==> config.mk <==
export PLATFORM = sky130hd
export DESIGN_NAME = nfc_front
export DESIGN_NICKNAME = d
export VERILOG_FILES = /design/src/rtl/nfc_pkg.sv /design/src/rtl/nfc_fifo.sv /design/src/rtl/nfc_strobe.sv /design/src/rtl/nfc_front.sv
export SDC_FILE = /design/constraint.sdc
export NUM_CORES = 1
export LEC_CHECK = 0
export BUFFER_PORTS_ARGS = -buffer_cell sky130_fd_sc_hd__buf_2
export CORE_ASPECT_RATIO = 1.1
export CORE_MARGIN = 2
export CORE_UTILIZATION = 30
export CTS_BUF_LIST = sky130_fd_sc_hd__clkbuf_2 sky130_fd_sc_hd__clkbuf_4 sky130_fd_sc_hd__clkbuf_8
export DETAILED_ROUTE_END_ITERATION = 8
export PLACE_DENSITY = 0.53
export SETUP_SLACK_MARGIN = 0.05
export SYNTH_ARGS = -nofsm -noshare
export SYNTH_HDL_FRONTEND = slang
export SYNTH_HIERARCHICAL = 1
export SYNTH_SLANG_ARGS = --single-unit
==> constraint.sdc <==
create_clock -name clk -period 5.1 [get_ports clk]
set_clock_uncertainty 0.15 [all_clocks]
set_input_delay 1.02 -clock clk [delete_from_list [all_inputs] [get_ports clk]]
set_output_delay 1.02 -clock clk [all_outputs]
set_load 0.01 [all_outputs]
==> src/rtl/nfc_pkg.sv <==
package nfc_pkg;
    typedef enum logic [1:0] {
        K_CMD = 2'd0,
        K_ADR = 2'd1,
        K_DWR = 2'd2,
        K_DRD = 2'd3
    } nfc_kind_e;

    typedef struct packed {
        nfc_kind_e  kind;
        logic [7:0] val;
    } nfc_ent_t;

    localparam logic [2:0] A_CTL  = 3'd0;
    localparam logic [2:0] A_STAT = 3'd1;
    localparam logic [2:0] A_FLG  = 3'd2;
    localparam logic [2:0] A_MASK = 3'd3;
    localparam logic [2:0] A_CMD  = 3'd4;
    localparam logic [2:0] A_RDAT = 3'd7;
endpackage

==> src/rtl/nfc_fifo.sv <==
module nfc_fifo
    import nfc_pkg::*;
#(
    parameter int DEPTH = 4
) (
    input  logic     clk,
    input  logic     rst_n,
    input  logic     push,
    input  nfc_ent_t din,
    input  logic     pop,
    output nfc_ent_t dout,
    output logic     empty,
    output logic     full
);
    localparam int PW = (DEPTH > 1) ? $clog2(DEPTH) : 1;
    localparam int CW = $clog2(DEPTH + 1);

    typedef struct packed {
        nfc_ent_t [DEPTH-1:0] mem;
        logic [PW-1:0]        wp;
        logic [PW-1:0]        rp;
        logic [CW-1:0]        cnt;
    } fifo_st_t;

    fifo_st_t st_d, st_q;

    assign empty = (st_q.cnt == '0);
    assign full  = (st_q.cnt == CW'(DEPTH));
    assign dout  = st_q.mem[st_q.rp];

    always_comb begin
        st_d = st_q;
        if (push && !full) begin
            st_d.mem[st_q.wp] = din;
            st_d.wp = (st_q.wp == PW'(DEPTH - 1)) ? '0 : st_q.wp + 1'b1;
        end
        if (pop && !empty) begin
            st_d.rp = (st_q.rp == PW'(DEPTH - 1)) ? '0 : st_q.rp + 1'b1;
        end
        st_d.cnt = st_q.cnt + CW'(push && !full) - CW'(pop && !empty);
    end

    always_ff @(posedge clk or negedge rst_n) begin
        if (!rst_n) st_q <= '0;
        else        st_q <= st_d;
    end
endmodule

==> src/rtl/nfc_strobe.sv <==
module nfc_strobe
    import nfc_pkg::*;
#(
    parameter int DLY_W = 4
) (
    input  logic             clk,
    input  logic             rst_n,
    input  logic             avail,
    input  nfc_ent_t         ent,
    input  logic [DLY_W-1:0] wdly,
    input  logic [DLY_W-1:0] rdly,
    input  logic [7:0]       nd_din,
    output logic             pop,
    output logic             done,
    output nfc_kind_e        kind,
    output logic [7:0]       cap_byte,
    output logic             ce_n,
    output logic             cle,
    output logic             ale,
    output logic             we_n,
    output logic             re_n,
    output logic [7:0]       dout,
    output logic             doe
);
    typedef struct packed {
        logic             active;
        nfc_kind_e        kind;
        logic [7:0]       val;
        logic [DLY_W-1:0] cnt;
    } seq_st_t;

    seq_st_t st_d, st_q;

    assign pop      = !st_q.active && avail;
    assign done     = st_q.active && (st_q.cnt == '0);
    assign kind     = st_q.kind;
    assign cap_byte = nd_din;

    always_comb begin
        st_d = st_q;
        if (pop) begin
            st_d.active = 1'b1;
            st_d.kind   = ent.kind;
            st_d.val    = ent.val;
            st_d.cnt    = (ent.kind == K_DRD) ? rdly : wdly;
        end else if (st_q.active) begin
            if (st_q.cnt == '0) st_d.active = 1'b0;
            else                st_d.cnt    = st_q.cnt - 1'b1;
        end
    end

    always_ff @(posedge clk or negedge rst_n) begin
        if (!rst_n) st_q <= '0;
        else        st_q <= st_d;
    end

    assign ce_n = !st_q.active;
    assign cle  = st_q.active && (st_q.kind == K_CMD);
    assign ale  = st_q.active && (st_q.kind == K_ADR);
    assign we_n = !(st_q.active && (st_q.kind != K_DRD));
    assign re_n = !(st_q.active && (st_q.kind == K_DRD));
    assign doe  = st_q.active && (st_q.kind != K_DRD);
    assign dout = st_q.val;
endmodule

==> src/rtl/nfc_front.sv <==
module nfc_front
    import nfc_pkg::*;
#(
    parameter int DEPTH = 4,
    parameter int DLY_W = 4
) (
    input  logic        clk,
    input  logic        rst_n,
    input  logic        reg_wr,
    input  logic [2:0]  reg_addr,
    input  logic [15:0] reg_wdata,
    output logic [15:0] reg_rdata,
    output logic        irq,
    output logic        nd_ce_n,
    output logic        nd_cle,
    output logic        nd_ale,
    output logic        nd_we_n,
    output logic        nd_re_n,
    output logic [7:0]  nd_dout,
    output logic        nd_doe,
    input  logic [7:0]  nd_din,
    input  logic        nd_rdy
);
    localparam int CTL_W = 2 * DLY_W + 2;
    localparam int PCW   = $clog2(DEPTH + 2);

    typedef struct packed {
        logic [CTL_W-1:0] ctl;
        logic [4:0]       mask;
        logic [4:0]       flg;
        logic [7:0]       rdat;
        logic             rdy_prev;
        logic             was_busy;
        logic [PCW-1:0]   wpend;
        logic [PCW-1:0]   rpend;
    } top_st_t;

    top_st_t   st_d, st_q;
    nfc_ent_t  push_ent, head_ent;
    nfc_kind_e seq_kind;
    logic      fifo_empty, fifo_full, seq_pop, seq_done;
    logic      q_wr, push_ok, wb_empty;
    logic [7:0] cap_byte;
    logic [4:0] stat_w, flg_set, flg_clr;

    assign push_ent.kind = nfc_kind_e'(reg_addr[1:0]);
    assign push_ent.val  = reg_wdata[7:0];
    assign q_wr          = reg_wr && (reg_addr >= A_CMD);
    assign push_ok       = q_wr && !fifo_full;

    nfc_fifo #(.DEPTH(DEPTH)) u_fifo (
        .clk(clk), .rst_n(rst_n), .push(push_ok), .din(push_ent),
        .pop(seq_pop), .dout(head_ent), .empty(fifo_empty), .full(fifo_full)
    );

    nfc_strobe #(.DLY_W(DLY_W)) u_seq (
        .clk(clk), .rst_n(rst_n), .avail(!fifo_empty), .ent(head_ent),
        .wdly(st_q.ctl[DLY_W-1:0]), .rdly(st_q.ctl[2*DLY_W-1:DLY_W]),
        .nd_din(nd_din), .pop(seq_pop), .done(seq_done), .kind(seq_kind),
        .cap_byte(cap_byte), .ce_n(nd_ce_n), .cle(nd_cle), .ale(nd_ale),
        .we_n(nd_we_n), .re_n(nd_re_n), .dout(nd_dout), .doe(nd_doe)
    );

    assign wb_empty = fifo_empty && nd_ce_n;
    assign stat_w   = {wb_empty, (st_q.rpend != '0), (st_q.wpend != '0), fifo_full, nd_rdy};

    always_comb begin
        logic done_w, done_r;
        st_d   = st_q;
        done_w = seq_done && (seq_kind == K_DWR);
        done_r = seq_done && (seq_kind == K_DRD);

        st_d.wpend = st_q.wpend + PCW'(push_ok && (push_ent.kind == K_DWR)) - PCW'(done_w);
        st_d.rpend = st_q.rpend + PCW'(push_ok && (push_ent.kind == K_DRD)) - PCW'(done_r);
        if (done_r) st_d.rdat = cap_byte;

        st_d.rdy_prev = nd_rdy;
        st_d.was_busy = !wb_empty;

        flg_set[0] = nd_rdy && !st_q.rdy_prev;
        flg_set[1] = q_wr && fifo_full;
        flg_set[2] = wb_empty && st_q.was_busy;
        flg_set[3] = done_r;
        flg_set[4] = done_w && (st_d.wpend == '0);
        flg_clr    = (reg_wr && reg_addr == A_FLG) ? reg_wdata[4:0] : 5'd0;
        st_d.flg   = (st_q.flg & ~flg_clr) | flg_set;

        if (reg_wr && reg_addr == A_CTL)  st_d.ctl  = reg_wdata[CTL_W-1:0];
        if (reg_wr && reg_addr == A_MASK) st_d.mask = reg_wdata[4:0];
    end

    always_ff @(posedge clk or negedge rst_n) begin
        if (!rst_n) begin
            st_q          <= '0;
            st_q.rdy_prev <= 1'b1;
        end else begin
            st_q <= st_d;
        end
    end

    always_comb begin
        case (reg_addr)
            A_CTL:   reg_rdata = 16'(st_q.ctl);
            A_STAT:  reg_rdata = 16'(stat_w);
            A_FLG:   reg_rdata = 16'(st_q.flg);
            A_MASK:  reg_rdata = 16'(st_q.mask);
            A_RDAT:  reg_rdata = 16'(st_q.rdat);
            default: reg_rdata = '0;
        endcase
    end

    assign irq = |(st_q.flg & ~st_q.mask);
endmodule

-- Yosys cells after proc, flatten, opt, wreduce, memory -nomap -nowiden
Cells that the tools add are included.
- bits in registers: 98
- input bits: 31
- word-level logic and storage cells: 112
- $add $sub $neg: 9
- order comparisons: 4
- equality and inequality tests: 15
- muxes and demuxes: 16
- bitwise logic cells: 5
- reduce and logical (&&, ||, !) cells: 40
- operators by type and width (kind ; number):
    one-hot mux 10 bit (5 select lines) ; 1
    bitwise mux 40 bit ; 1
    logical AND 1 bit ; 23
    binary-select mux 10 bit (select 2 bit) ; 1
    demux 10 bit (select 2 bit) ; 1
    two-way mux 10 bit ; 2
    two-way mux 4 bit ; 4
    == test 2 bit, second input constant ; 7
    bitwise AND 5 bit ; 2
    inverter 5 bit ; 2
    adder 3 x 1 -> 3 bit ; 3
    zero test 3 bit ; 3
    subtractor 3 x 1 -> 3 bit ; 3
    zero test 1 bit ; 7
    == test 3 x 2 -> 1 bit, second input constant ; 2
    == test 3 bit, second input constant ; 2
    less-than comparator 2 x 3 -> 1 bit, second input constant ; 2
    nonzero test 3 bit ; 2
    two-way mux 5 bit ; 1
    bitwise OR 5 bit ; 1
    OR reduction 5 bit ; 1
    adder 2 x 1 -> 2 bit, second input constant ; 2
    zero test 4 bit ; 1
    two-way mux 2 bit ; 2
    other kinds (10) ; 13

-- Logic depth before layout (Yosys ltp)
- depth in word-level cells: 9
- depth in mapped cells: 14

-- Hierarchy
The synthesis kept the hierarchy.
- modules (own cells, without submodules) (module ; instances ; cells an instance ; area each (um^2) ; sequential area each (um^2)):
    nfc_fifo ; 1 ; 133 ; 2130.8 ; 1176.1
    nfc_front ; 1 ; 154 ; 1925.6 ; 902.1
    nfc_strobe ; 1 ; 106 ; 905.9 ; 375.4

-- Worst setup path after synthesis
Ideal clock, no wire load.
- path type: input -> register
- start: input reg_addr[2]
- end: register, netlist name st_q[20]
- data arrival time: 3.074 ns
- required time: 4.872 ns
- slack: 1.798 ns
- cell stages on the path: 10
- path buffers: 1
- path through: buf_6 > nand2_1 > nor2_1 > nand3b_1 > ha_1 > inv_1 > ha_1 > fa_1 > or4_1 > o2bb2ai_1
- RTL lines (element ; line ; text):
    start, declared ; nfc_front.sv:10 ; input logic [2:0] reg_addr,

-- Worst setup path in the final report
- start: input reg_addr[2]
- end: output reg_rdata[2]
- word-level cells in the longest chain between the ends: 2
- ends and longest elaborated chain (element ; line ; text):
    == test 3 bit (tied with other cells) ; nfc_front.sv:102 ; case (reg_addr)
    one-hot mux 10 bit (5 select lines) * ; nfc_front.sv:102 ;
    end, declared ; nfc_front.sv:12 ; output logic [15:0] reg_rdata,
Every way passes the cells marked *; elsewhere a longest branch is shown, timed or not.

==> run metrics <==
Setup CP Type in -> out; Synth Area in Compound Gates 0.0540; Routed WL per cell 16.6 um; dpl ws 1.31 ns; Leak 0.00253 uW; Yosys top cell area share 0.489; Sw Share 0.350; first-pass iteration count of the detailed router 4; Max-Slew Margin vs Limit 0.349; largest family of logic cells by synthesized area multiplexers; Pwr Total 2940 uW; H-tree levels 3; average size of a mapped cell 12.6 um2; YS warnings 6; max-cap viol count 0; CTS root buffer clkbuf_8; # DRC 0; worst setup margin 1.65 ns; Antenna diodes 0; pwr/cell area 543 nW/um2; CTS tree built; final setup violation count 0; DIE WIDTH 127 um; Final HPWL DP 7.44 mm; Routed Antenna Nets 0; Comb power frac 0.380; crit-path max FO 15; crit path DAT 2.28 ns; Die Ht 139 um; share of cells above drive strength 1 0.384; Commonest cells post-synth dfrtp_1, mux2_2, nand2_1; first-pass GRT wire length 17.1 mm; Post-Syn Instances 393; XOR/XNOR Fraction of Synth Area 0.0106; die area 17600 um2; Synth area leaders dfrtp_1, mux2_2, mux4_2; Post-Synth Simple-Gate Area 0.0958; Syn Std Cell Area 4960 um2; Initial Util 0.305; Hold WS 0.329 ns; RePlAce Congestion 0.766; Clk pwr share 0.157; maximum clock rate 290 MHz; final hold violation count 0; Slew @ Worst Pin 0.973 ns; RSZ-0062 raised after global routing no; area leader, netlist dfrtp_1; top-count cell post-synth dfrtp_1; final WL 10.5 mm; Nets 472; crit share post-route 0.677; drt initial violations 179; TritonCTS Buffers 9; CTS Hold Bufs 0; Post-synth EDFFs 0; GRT overflow 0; setup bufs post-CTS 0; vias 2987; setup_tns 0 ns; CORE AREA 16200 um2; CTS sink cnt 98; prevailing post-synth register cell dfrtp_1; initial antenna violation count 0; P_sw 1030 uW; FFs w/ async S/R, synth 1.00; non-filler cells, final 634; GRT Util Overall 0.124; post-synth cell types 56; register area share after synthesis 0.494; post-CTS sizing 0; count of input and output buffers 49; row count 49; Int Pwr 1910 uW; Synth Area in Adders 0.0449; CP required 3.93 ns; Hold Path Class reg -> reg; outcome finished clean; largest net degree at the start of global routing 68; Max clock buf depth 2; clk_lat worst skew 0.37 ns; CP endpoint kind primary output; Reg power frac 0.463; Clock transition at path regs 0.10 ns; routed vias/inst 4.71; register bit total from synthesis 98; vias in the first global route 3223; I/O pins 62; mux share of post-synthesis cell area 0.227; CP Launch Type input port; Final min period 3.45 ns; Area Growth Syn to Fin 9.23%; max-slew violations 0; VDD IR-drop max 0.137 mV; dpl cells 618
-- placed cells by master (no fill, tap or decap), types with 4 or more instances in the layout --
cell	instances
and3_1	4
nor2_1	9
nor2_2	4
clkbuf_8	9
buf_4	4
nand2_1	47
conb_1	6
mux2i_1	4
a22o_1	10
xnor2_1	6
mux2_2	62
mux2_4	10
mux4_2	10
inv_1	25
buf_2	48
ha_1	13
dfrtp_1	97
nor3_1	6
-- sequential cells by signal, summed over array words and instances, names as in the netlist --
register and flops:
u_fifo/st_q 47, st_q 36, u_seq/dout 8, u_seq/st_q 5
u_seq/kind 2
-- layer usage --
layer | wire length [um] | vias up | part of all wire | global-route usage
met4 | 168 | 0 | 0.016 | 0.0463
met2 | 5220 | 46 | 0.50 | 0.205
met1 | 4890 | 1534 | 0.46 | 0.162
met3 | 268 | 10 | 0.025 | 0.0235
met5 | 0 | - | 0 | 0
li1 | - | 1397 | - | -
-- cell type report --
| type | count | area [um2] |
|---|---|---|
| Multi-Input combinational cell | 239 | 2170 |
| Fill cell | 1616 | 10800 |
| Timing Repair Buffer | 52 | 270 |
| Inverter | 25 | 93.8 |
| Clock inverter | 6 | 41.3 |
| Clock buffer | 10 | 131 |
| Sequential cell | 98 | 2450 |
| Tap cell | 204 | 255 |
-- stage by stage --
step / utilization / area (um2)
2_1_floorplan: - / 4980
3_3_place_gp: 0.323 / 5250
3_5_place_dp: 0.323 / 5250
4_1_cts: 0.334 / 5420
5_1_grt: 0.334 / 5420
6_report: 0.334 / 5420
-- final timing paths --
path,start,to,slack (ns),cells after the start
min in group asynchronous,rst_n,u_seq/dout[6],0.58,1
setup / recovery,reg_addr[2],reg_rdata[2],1.65,5
hold reg to reg,u_seq/dout[6],u_seq/dout[6],0.33,2
max in group asynchronous,rst_n,u_fifo/st_q[6],3.27,2
setup reg to reg,u_fifo/st_q[1],st_q[20],1.91,9
hold / removal,u_seq/dout[6],u_seq/dout[6],0.33,2
-- kinds of logic after synthesis --
group,after synthesis
AO/OA/AOI/OAI,34
XOR/XNOR,6
adder cells (fa/ha/maj),16
buffers and inverters,61
flip-flops,98
multiplexers,87
other,1
AND/OR/NAND/NOR,90
-- power by group through the flow --
stage	logic (uW)	clock network (uW)	registers (uW)
3_3_place_gp	1090	0	1360
6_report	1120	461	1360
3_5_place_dp	1140	0	1380
5_1_grt	1250	508	1420
4_1_cts	1140	478	1370
2_1_floorplan	972	0	1260
-- critical path, stage by stage --
cell and delay, ns:
buf_2 0.30, mux2_2 0.38, a22o_1 0.18, a22o_1 0.25, buf_2 0.15
Power figures use the tool's default switching activity.
